[config.mk]
export PLATFORM = sky130hd
export DESIGN_NAME = lux_regif
export DESIGN_NICKNAME = d
export VERILOG_FILES = /design/src/rtl/lux_regif_pkg.sv /design/src/rtl/regif_ctrl.sv /design/src/rtl/regif_dp.sv /design/src/rtl/lux_regif.sv
export SDC_FILE = /design/constraint.sdc
export NUM_CORES = 1
export LEC_CHECK = 0
export BUFFER_PORTS_ARGS = -buffer_cell sky130_fd_sc_hd__buf_2
export CORE_MARGIN = 1
export CORE_UTILIZATION = 56
export CTS_CLUSTER_DIAMETER = 30
export DETAILED_ROUTE_END_ITERATION = 7
export MAX_ROUTING_LAYER = met4
export PLACE_DENSITY_LB_ADDON = 0.05
export RECOVER_POWER = 50
export SYNTH_ARGS = -nofsm -noshare
export SYNTH_HDL_FRONTEND = slang
export SYNTH_SLANG_ARGS = --single-unit
[constraint.sdc]
create_clock -name clk -period 3.15 [get_ports clk]
set_clock_uncertainty 0.15 [all_clocks]
set_input_delay 0.4725 -clock clk [delete_from_list [all_inputs] [get_ports clk]]
set_output_delay 0.4725 -clock clk [all_outputs]
set_load 0.1 [all_outputs]
[src/rtl/lux_regif_pkg.sv]
package lux_regif_pkg;
  typedef struct packed {
    logic loadCmd;
    logic loadCnt;
    logic writeReg;
    logic sendData;
    logic sendCount;
    logic sendFill;
  } regif_strb_t;

  typedef enum logic [2:0] {
    PH_IDLE, PH_ADDR, PH_CMD, PH_COUNT, PH_WDATA, PH_RDATA, PH_IGNORE
  } regif_phase_t;

  localparam int WR_COUNT = 7;
endpackage

[src/rtl/regif_ctrl.sv]
module regif_ctrl
  import lux_regif_pkg::*;
#(
  parameter logic [6:0] SLV_ADDR = 7'h39,
  parameter int BLK_BIT = 4
) (
  input  logic        clk,
  input  logic        rstN,
  input  logic        busStart,
  input  logic        busStop,
  input  logic        rxValid,
  input  logic [7:0]  rxByte,
  input  logic        txReq,
  input  logic        mstNack,
  input  logic        blkMode,
  input  logic        remZero,
  output regif_strb_t strb,
  output logic        ackStrobe,
  output logic        ackBit,
  output logic        txValid
);
  regif_phase_t phase;
  logic cntPending;
  logic addrMatch;
  logic ackNext;
  logic rxLive;

  assign addrMatch = (rxByte[7:1] == SLV_ADDR);
  assign rxLive    = rxValid && !busStart && !busStop;

  always_comb begin
    strb    = '0;
    ackNext = 1'b0;
    if (rxLive) begin
      case (phase)
        PH_ADDR:  ackNext = addrMatch;
        PH_CMD:   begin ackNext = 1'b1; strb.loadCmd = 1'b1; end
        PH_COUNT: begin ackNext = 1'b1; strb.loadCnt = 1'b1; end
        PH_WDATA: if (!blkMode || !remZero) begin
                    ackNext = 1'b1;
                    strb.writeReg = 1'b1;
                  end
        default:  ackNext = 1'b0;
      endcase
    end else if (txReq) begin
      if (phase != PH_RDATA)        strb.sendFill  = 1'b1;
      else if (cntPending)          strb.sendCount = 1'b1;
      else if (blkMode && remZero)  strb.sendFill  = 1'b1;
      else                          strb.sendData  = 1'b1;
    end
  end

  always_ff @(posedge clk) begin
    if (!rstN) begin
      phase      <= PH_IDLE;
      cntPending <= 1'b0;
      ackStrobe  <= 1'b0;
      ackBit     <= 1'b0;
      txValid    <= 1'b0;
    end else begin
      ackStrobe <= rxValid;
      ackBit    <= ackNext;
      txValid   <= txReq;
      if (busStart) begin
        phase      <= PH_ADDR;
        cntPending <= 1'b0;
      end else if (busStop) begin
        phase <= PH_IDLE;
      end else if (rxValid) begin
        case (phase)
          PH_ADDR: begin
            if (!addrMatch)     phase <= PH_IGNORE;
            else if (rxByte[0]) phase <= PH_RDATA;
            else                phase <= PH_CMD;
            cntPending <= addrMatch && rxByte[0] && blkMode;
          end
          PH_CMD:   phase <= rxByte[BLK_BIT] ? PH_COUNT : PH_WDATA;
          PH_COUNT: phase <= PH_WDATA;
          default:  phase <= phase;
        endcase
      end else if (mstNack && phase == PH_RDATA) begin
        phase <= PH_IGNORE;
      end else if (strb.sendCount) begin
        cntPending <= 1'b0;
      end
    end
  end
endmodule

[src/rtl/regif_dp.sv]
module regif_dp
  import lux_regif_pkg::*;
#(
  parameter int ADDR_W = 4,
  parameter logic [7:0] DEV_ID = 8'h50,
  parameter logic [7:0] RD_COUNT = 8'd4
) (
  input  logic        clk,
  input  logic        rstN,
  input  regif_strb_t strb,
  input  logic [7:0]  rxByte,
  input  logic        coreUpdate,
  input  logic [15:0] coreCh0,
  input  logic [15:0] coreCh1,
  output logic        blkMode,
  output logic        remZero,
  output logic [7:0]  txByte,
  output logic [7:0]  wrRegs [WR_COUNT]
);
  localparam logic [ADDR_W-1:0] ID_ADR  = ADDR_W'(4'hA);
  localparam logic [ADDR_W-1:0] C0L_ADR = ADDR_W'(4'hC);
  localparam logic [ADDR_W-1:0] C0H_ADR = ADDR_W'(4'hD);
  localparam logic [ADDR_W-1:0] C1L_ADR = ADDR_W'(4'hE);
  localparam logic [ADDR_W-1:0] C1H_ADR = ADDR_W'(4'hF);

  logic [ADDR_W-1:0] ptr;
  logic [7:0]  rem;
  logic [15:0] ch0, ch1;
  logic [7:0]  shad0, shad1;
  logic [7:0]  rdData;

  assign remZero = (rem == 8'd0);

  for (genvar g = 0; g < WR_COUNT; g++) begin : g_wr
    always_ff @(posedge clk) begin
      if (!rstN) wrRegs[g] <= 8'h00;
      else if (strb.writeReg && ptr == ADDR_W'(g)) wrRegs[g] <= rxByte;
    end
  end

  always_comb begin
    rdData = 8'h00;
    for (int i = 0; i < WR_COUNT; i++)
      if (ptr == ADDR_W'(i)) rdData = wrRegs[i];
    case (ptr)
      ID_ADR:  rdData = DEV_ID;
      C0L_ADR: rdData = ch0[7:0];
      C0H_ADR: rdData = shad0;
      C1L_ADR: rdData = ch1[7:0];
      C1H_ADR: rdData = shad1;
      default: ;
    endcase
  end

  always_ff @(posedge clk) begin
    if (!rstN) begin
      ptr <= '0; blkMode <= 1'b0; rem <= 8'd0;
      ch0 <= '0; ch1 <= '0; shad0 <= '0; shad1 <= '0;
      txByte <= 8'h00;
    end else begin
      if (coreUpdate) begin
        ch0 <= coreCh0;
        ch1 <= coreCh1;
      end
      if (strb.loadCmd) begin
        ptr     <= rxByte[ADDR_W-1:0];
        blkMode <= rxByte[ADDR_W];
      end
      if (strb.loadCnt) rem <= rxByte;
      if (strb.writeReg || strb.sendData) begin
        ptr <= ptr + 1'b1;
        if (blkMode) rem <= rem - 8'd1;
      end
      if (strb.sendData) begin
        txByte <= rdData;
        if (ptr == C0L_ADR) shad0 <= ch0[15:8];
        if (ptr == C1L_ADR) shad1 <= ch1[15:8];
      end
      if (strb.sendCount) begin
        txByte <= RD_COUNT;
        rem    <= RD_COUNT;
      end
      if (strb.sendFill) txByte <= 8'hFF;
    end
  end
endmodule

[src/rtl/lux_regif.sv]
module lux_regif
  import lux_regif_pkg::*;
#(
  parameter logic [6:0] SLV_ADDR = 7'h39,
  parameter logic [7:0] DEV_ID   = 8'h50,
  parameter logic [7:0] RD_COUNT = 8'd4,
  parameter int ADDR_W = 4
) (
  input  logic        clk,
  input  logic        rstN,
  input  logic        busStart,
  input  logic        busStop,
  input  logic        rxValid,
  input  logic [7:0]  rxByte,
  input  logic        txReq,
  input  logic        mstNack,
  output logic        ackStrobe,
  output logic        ackBit,
  output logic        txValid,
  output logic [7:0]  txByte,
  input  logic        coreUpdate,
  input  logic [15:0] coreCh0,
  input  logic [15:0] coreCh1,
  output logic [7:0]  ctrlOut,
  output logic [7:0]  timingOut,
  output logic [15:0] threshLowOut,
  output logic [15:0] threshHighOut,
  output logic [7:0]  intCtrlOut
);
  regif_strb_t strb;
  logic blkMode, remZero;
  logic [7:0] wrRegs [WR_COUNT];

  regif_ctrl #(.SLV_ADDR(SLV_ADDR), .BLK_BIT(ADDR_W)) ctrl_i (
    .clk(clk), .rstN(rstN), .busStart(busStart), .busStop(busStop),
    .rxValid(rxValid), .rxByte(rxByte), .txReq(txReq), .mstNack(mstNack),
    .blkMode(blkMode), .remZero(remZero), .strb(strb),
    .ackStrobe(ackStrobe), .ackBit(ackBit), .txValid(txValid)
  );

  regif_dp #(.ADDR_W(ADDR_W), .DEV_ID(DEV_ID), .RD_COUNT(RD_COUNT)) dp_i (
    .clk(clk), .rstN(rstN), .strb(strb), .rxByte(rxByte),
    .coreUpdate(coreUpdate), .coreCh0(coreCh0), .coreCh1(coreCh1),
    .blkMode(blkMode), .remZero(remZero), .txByte(txByte), .wrRegs(wrRegs)
  );

  assign ctrlOut       = wrRegs[0];
  assign timingOut     = wrRegs[1];
  assign threshLowOut  = {wrRegs[3], wrRegs[2]};
  assign threshHighOut = {wrRegs[5], wrRegs[4]};
  assign intCtrlOut    = wrRegs[6];
endmodule

==> impl_metrics.py <==
metrics = {
    "run_status": {
        "outcome": "finished with violations",
        "violations": "max-capacitance violations, max-slew violations",
    },
    "job": {
        "maxCapViolations": 1,
    },
    "synth": {
        "yosys_warnings": 0,
        "avgSynthCellArea_sq_um": 8.79,
        "ys_seq_area_share_pct": 41.8,
        "synthXorXnorAreaFrac_pct": 0.138,
        "yosys-mux-area-fraction_pct": 17.1,
        "synth_compound_area_share_pct": 15.1,
        "synth_area_leaders": "dfxtp_1, mux2i_1, nor2_1, nand2_1, a21oi_1",
        "synthTopCellsByCount": "dfxtp_1, nor2_1, mux2i_1",
        "synth_top_family_by_area": "simple AND/OR/NAND/NOR gates",
        "synth.distinct_cells": 61,
        "synthCells": 720,
        "yosysMostFrequentCell": "dfxtp_1",
        "synth_top_area_cell": "dfxtp_1",
        "synth-edff-count": 0,
        "syn_nets": 774,
        "synthAdderAreaFrac_pct": 1.19,
        "netlist_area_sq_um": 6330,
        "synth_seq_cells": 132,
        "synthDominantCellAreaShare_pct": 41.8,
        "synthFlopType": "dfxtp_1",
        "synthArstFlopShare_pct": 0,
        "synth_simple_gate_area_share_pct": 20.4,
    },
    "power": {
        "irDropWorstVdd_uv": 421,
        "p_switching_uw": 960,
        "p_leak_uw": 0.00316,
        "internal-power_uw": 2940,
        "pwr-share-clk_pct": 48.9,
        "seqPwrFrac_pct": 44.2,
        "swShare_pct": 24.6,
        "comb_power_share_pct": 6.9,
        "powerDensity_nw_per_um2": 525,
    },
    "drt": {
        "firstDrtPassIters": 6,
        "vias": 5736,
        "drc": 0,
        "drt_iter0_markers": 527,
        "viasPerCell": 5.96,
        "routed_wl_um": 17600,
        "wire_per_inst_um": 18.3,
        "ant_nets": 0,
    },
    "setup_path": {
        "critPathBufInv": 0,
        "critPathKind": "reg -> reg",
        "cp_top_family": "simple AND/OR/NAND/NOR gates",
        "worst-endpoint-required_ps": 3230,
        "crit_fanout": 13,
        "critPathArrivalTime_ps": 2930,
        "critPathSlowestCell": "a211oi_4",
        "path_cells": "or3b_2 -> a211oi_4 -> nand3_2 -> mux2i_1 -> nor2_1",
        "endpoint_kind": "flop",
        "start_kind": "flop",
        "crit_path_max_incr_delay_ps": 600,
    },
    "cells_and_area": {
        "final_cells": 962,
        "postLayoutCellArea_sq_um": 7430,
        "drive_gt1_share_pct": 14.1,
        "finalNetCount": 863,
        "num-fill-cells": 930,
        "diodes": 0,
        "areaGrowthSynthToFinish_pct": 17.4,
    },
    "cts": {
        "cts-root-buf": "clkbuf_16",
        "cts_setup_buffers": 0,
        "clk_path_buf_depth": 2,
        "post_cts_resized": 0,
        "clk_pin_slew_worst_paths_ps": 60,
        "clk_latency_ps": 420,
        "numClockSinks": 132,
        "htreeDepth": 4,
        "cts_tree": "yes",
        "cts_buffers": 17,
        "cts_hold_buf": 0,
    },
    "placed_design": {
        "dp.cells": 930,
        "gp_congestion": 0.906,
        "dpl-instance-area_sq_um": 6960,
        "portBuffers": 114,
        "dp_hpwl_um": 12300,
    },
    "floorplan": {
        "die_w_um": 108,
        "fp.dieH_um": 108,
        "start_util_pct": 57.9,
        "core_sq_um": 10900,
        "rows": 38,
        "io-pin-count": 115,
        "die-area_sq_um": 11700,
    },
    "global_routing": {
        "grt_pass1_wl_um": 27000,
        "grt_pass1_vias": 5247,
        "grt-ovfl-total": 0,
        "track_usage_pct": 31.5,
        "grt_max_degree": 94,
        "grt_antenna_before_repair": 0,
    },
    "sta": {
        "maxSlewViolCount": 94,
        "final.min_clock_period_ps": 2860,
        "hold_violations": 0,
        "setup-violations-final": 0,
        "worstMarginPinSlew_ps": 1880,
        "fin_tns_setup_ps": 0,
        "hold-worst-slack_ps": 138,
        "fmax_mhz": 350,
        "rsz0062_at_grt": "no",
        "max_slew_margin_pct": -25.1,
        "fin_crit_sh_pct": 90.7,
    },
    "hold_path": {
        "holdCritPathClass": "in -> reg",
    },
}
state kept, by name, summed over array words and instances (netlist names), 3 cells and up:
| register | count |
|---|---|
| dp_i.shad1 | 8 |
| dp_i.ch0 | 16 |
| ctrl_i.phase | 3 |
| dp_i.txByte | 8 |
| dp_i.ch1 | 16 |
| dp_i.rem | 8 |
| dp_i.wrRegs | 56 |
| dp_i.shad0 | 8 |
| dp_i.ptr | 4 |
layer usage:
layer	part of all wire, %	GRT usage [%]	vias up
li1	-	-	2726
met1	45	40.6	2759
met2	48	49.0	222
met3	6.0	6.09	29
met4	1.9	11.3	0
met5	0	-	-
final timing paths:
| kind | start | to | slack [ps] | cells past startpoint |
|---|---|---|---|---|
| worst max-delay path | ctrl_i.phase[2] | dp_i.wrRegs[23] | 290 | 5 |
| worst min-delay path | coreCh1[14] | dp_i.ch1[14] | 140 | 3 |
| worst max register to register | ctrl_i.phase[2] | dp_i.wrRegs[23] | 290 | 5 |
| worst min register to register | dp_i.ch0[14] | dp_i.shad0[6] | 310 | 2 |
metrics by stage:
stage / util, % / setup WS [ps] / total power [uW]
finish: 68.0 / 292 / 3900
global route: 68.0 / 201 / 4020
CTS: 68.8 / 431 / 3920
detailed placement: 63.6 / 438 / 2030
global placement: 63.6 / 481 / 2030
floorplan: - / 845 / 1950
placed cells by master, fill, tap and decap left out, types with 12 or more instances in the layout:
master	n
dfxtp_1	132
o21ai_0	22
inv_1	16
a21oi_1	46
clkbuf_16	17
mux2i_1	106
nor2_1	109
a22oi_1	23
nand2_1	64
buf_2	52
clkbuf_1	64
nand3_1	12
cell type report:
type,count,area [sq um],area share (%)
repair buffers,124,566,7.61
clock inverters,13,135,1.82
flip-flops and latches,132,2640,35.6
clock buffers,19,433,5.83
well taps,140,175,2.36
multi-input cells,517,3420,46.0
inverters,17,63.8,0.859
power groups by stage:
stage	Combinational [uW]	Sequential, uW	Clock [uW]
floorplan	127	1820	0
global placement	264	1760	0
detailed placement	272	1760	0
CTS	274	1730	1920
global route	287	1730	2010
finish	269	1730	1910
cells by family (layout without fill, tap and decap cells):
| kind of cell | Yosys count | count (layout) |
|---|---|---|
| xor gates and xnor gates | 1 | 1 |
| DFF | 132 | 132 |
| AOI/OAI and AO/OA | 142 | 142 |
| buffers and inverters | 71 | 173 |
| adders and majority gates | 6 | 6 |
| and+or+nand+nor | 260 | 260 |
| muxes | 108 | 108 |
worst min-delay path, stage by stage:
cell     delay (ps)
buf_2            70
mux2i_1          50
nor2_1           70
Power figures use the tool's default switching activity.
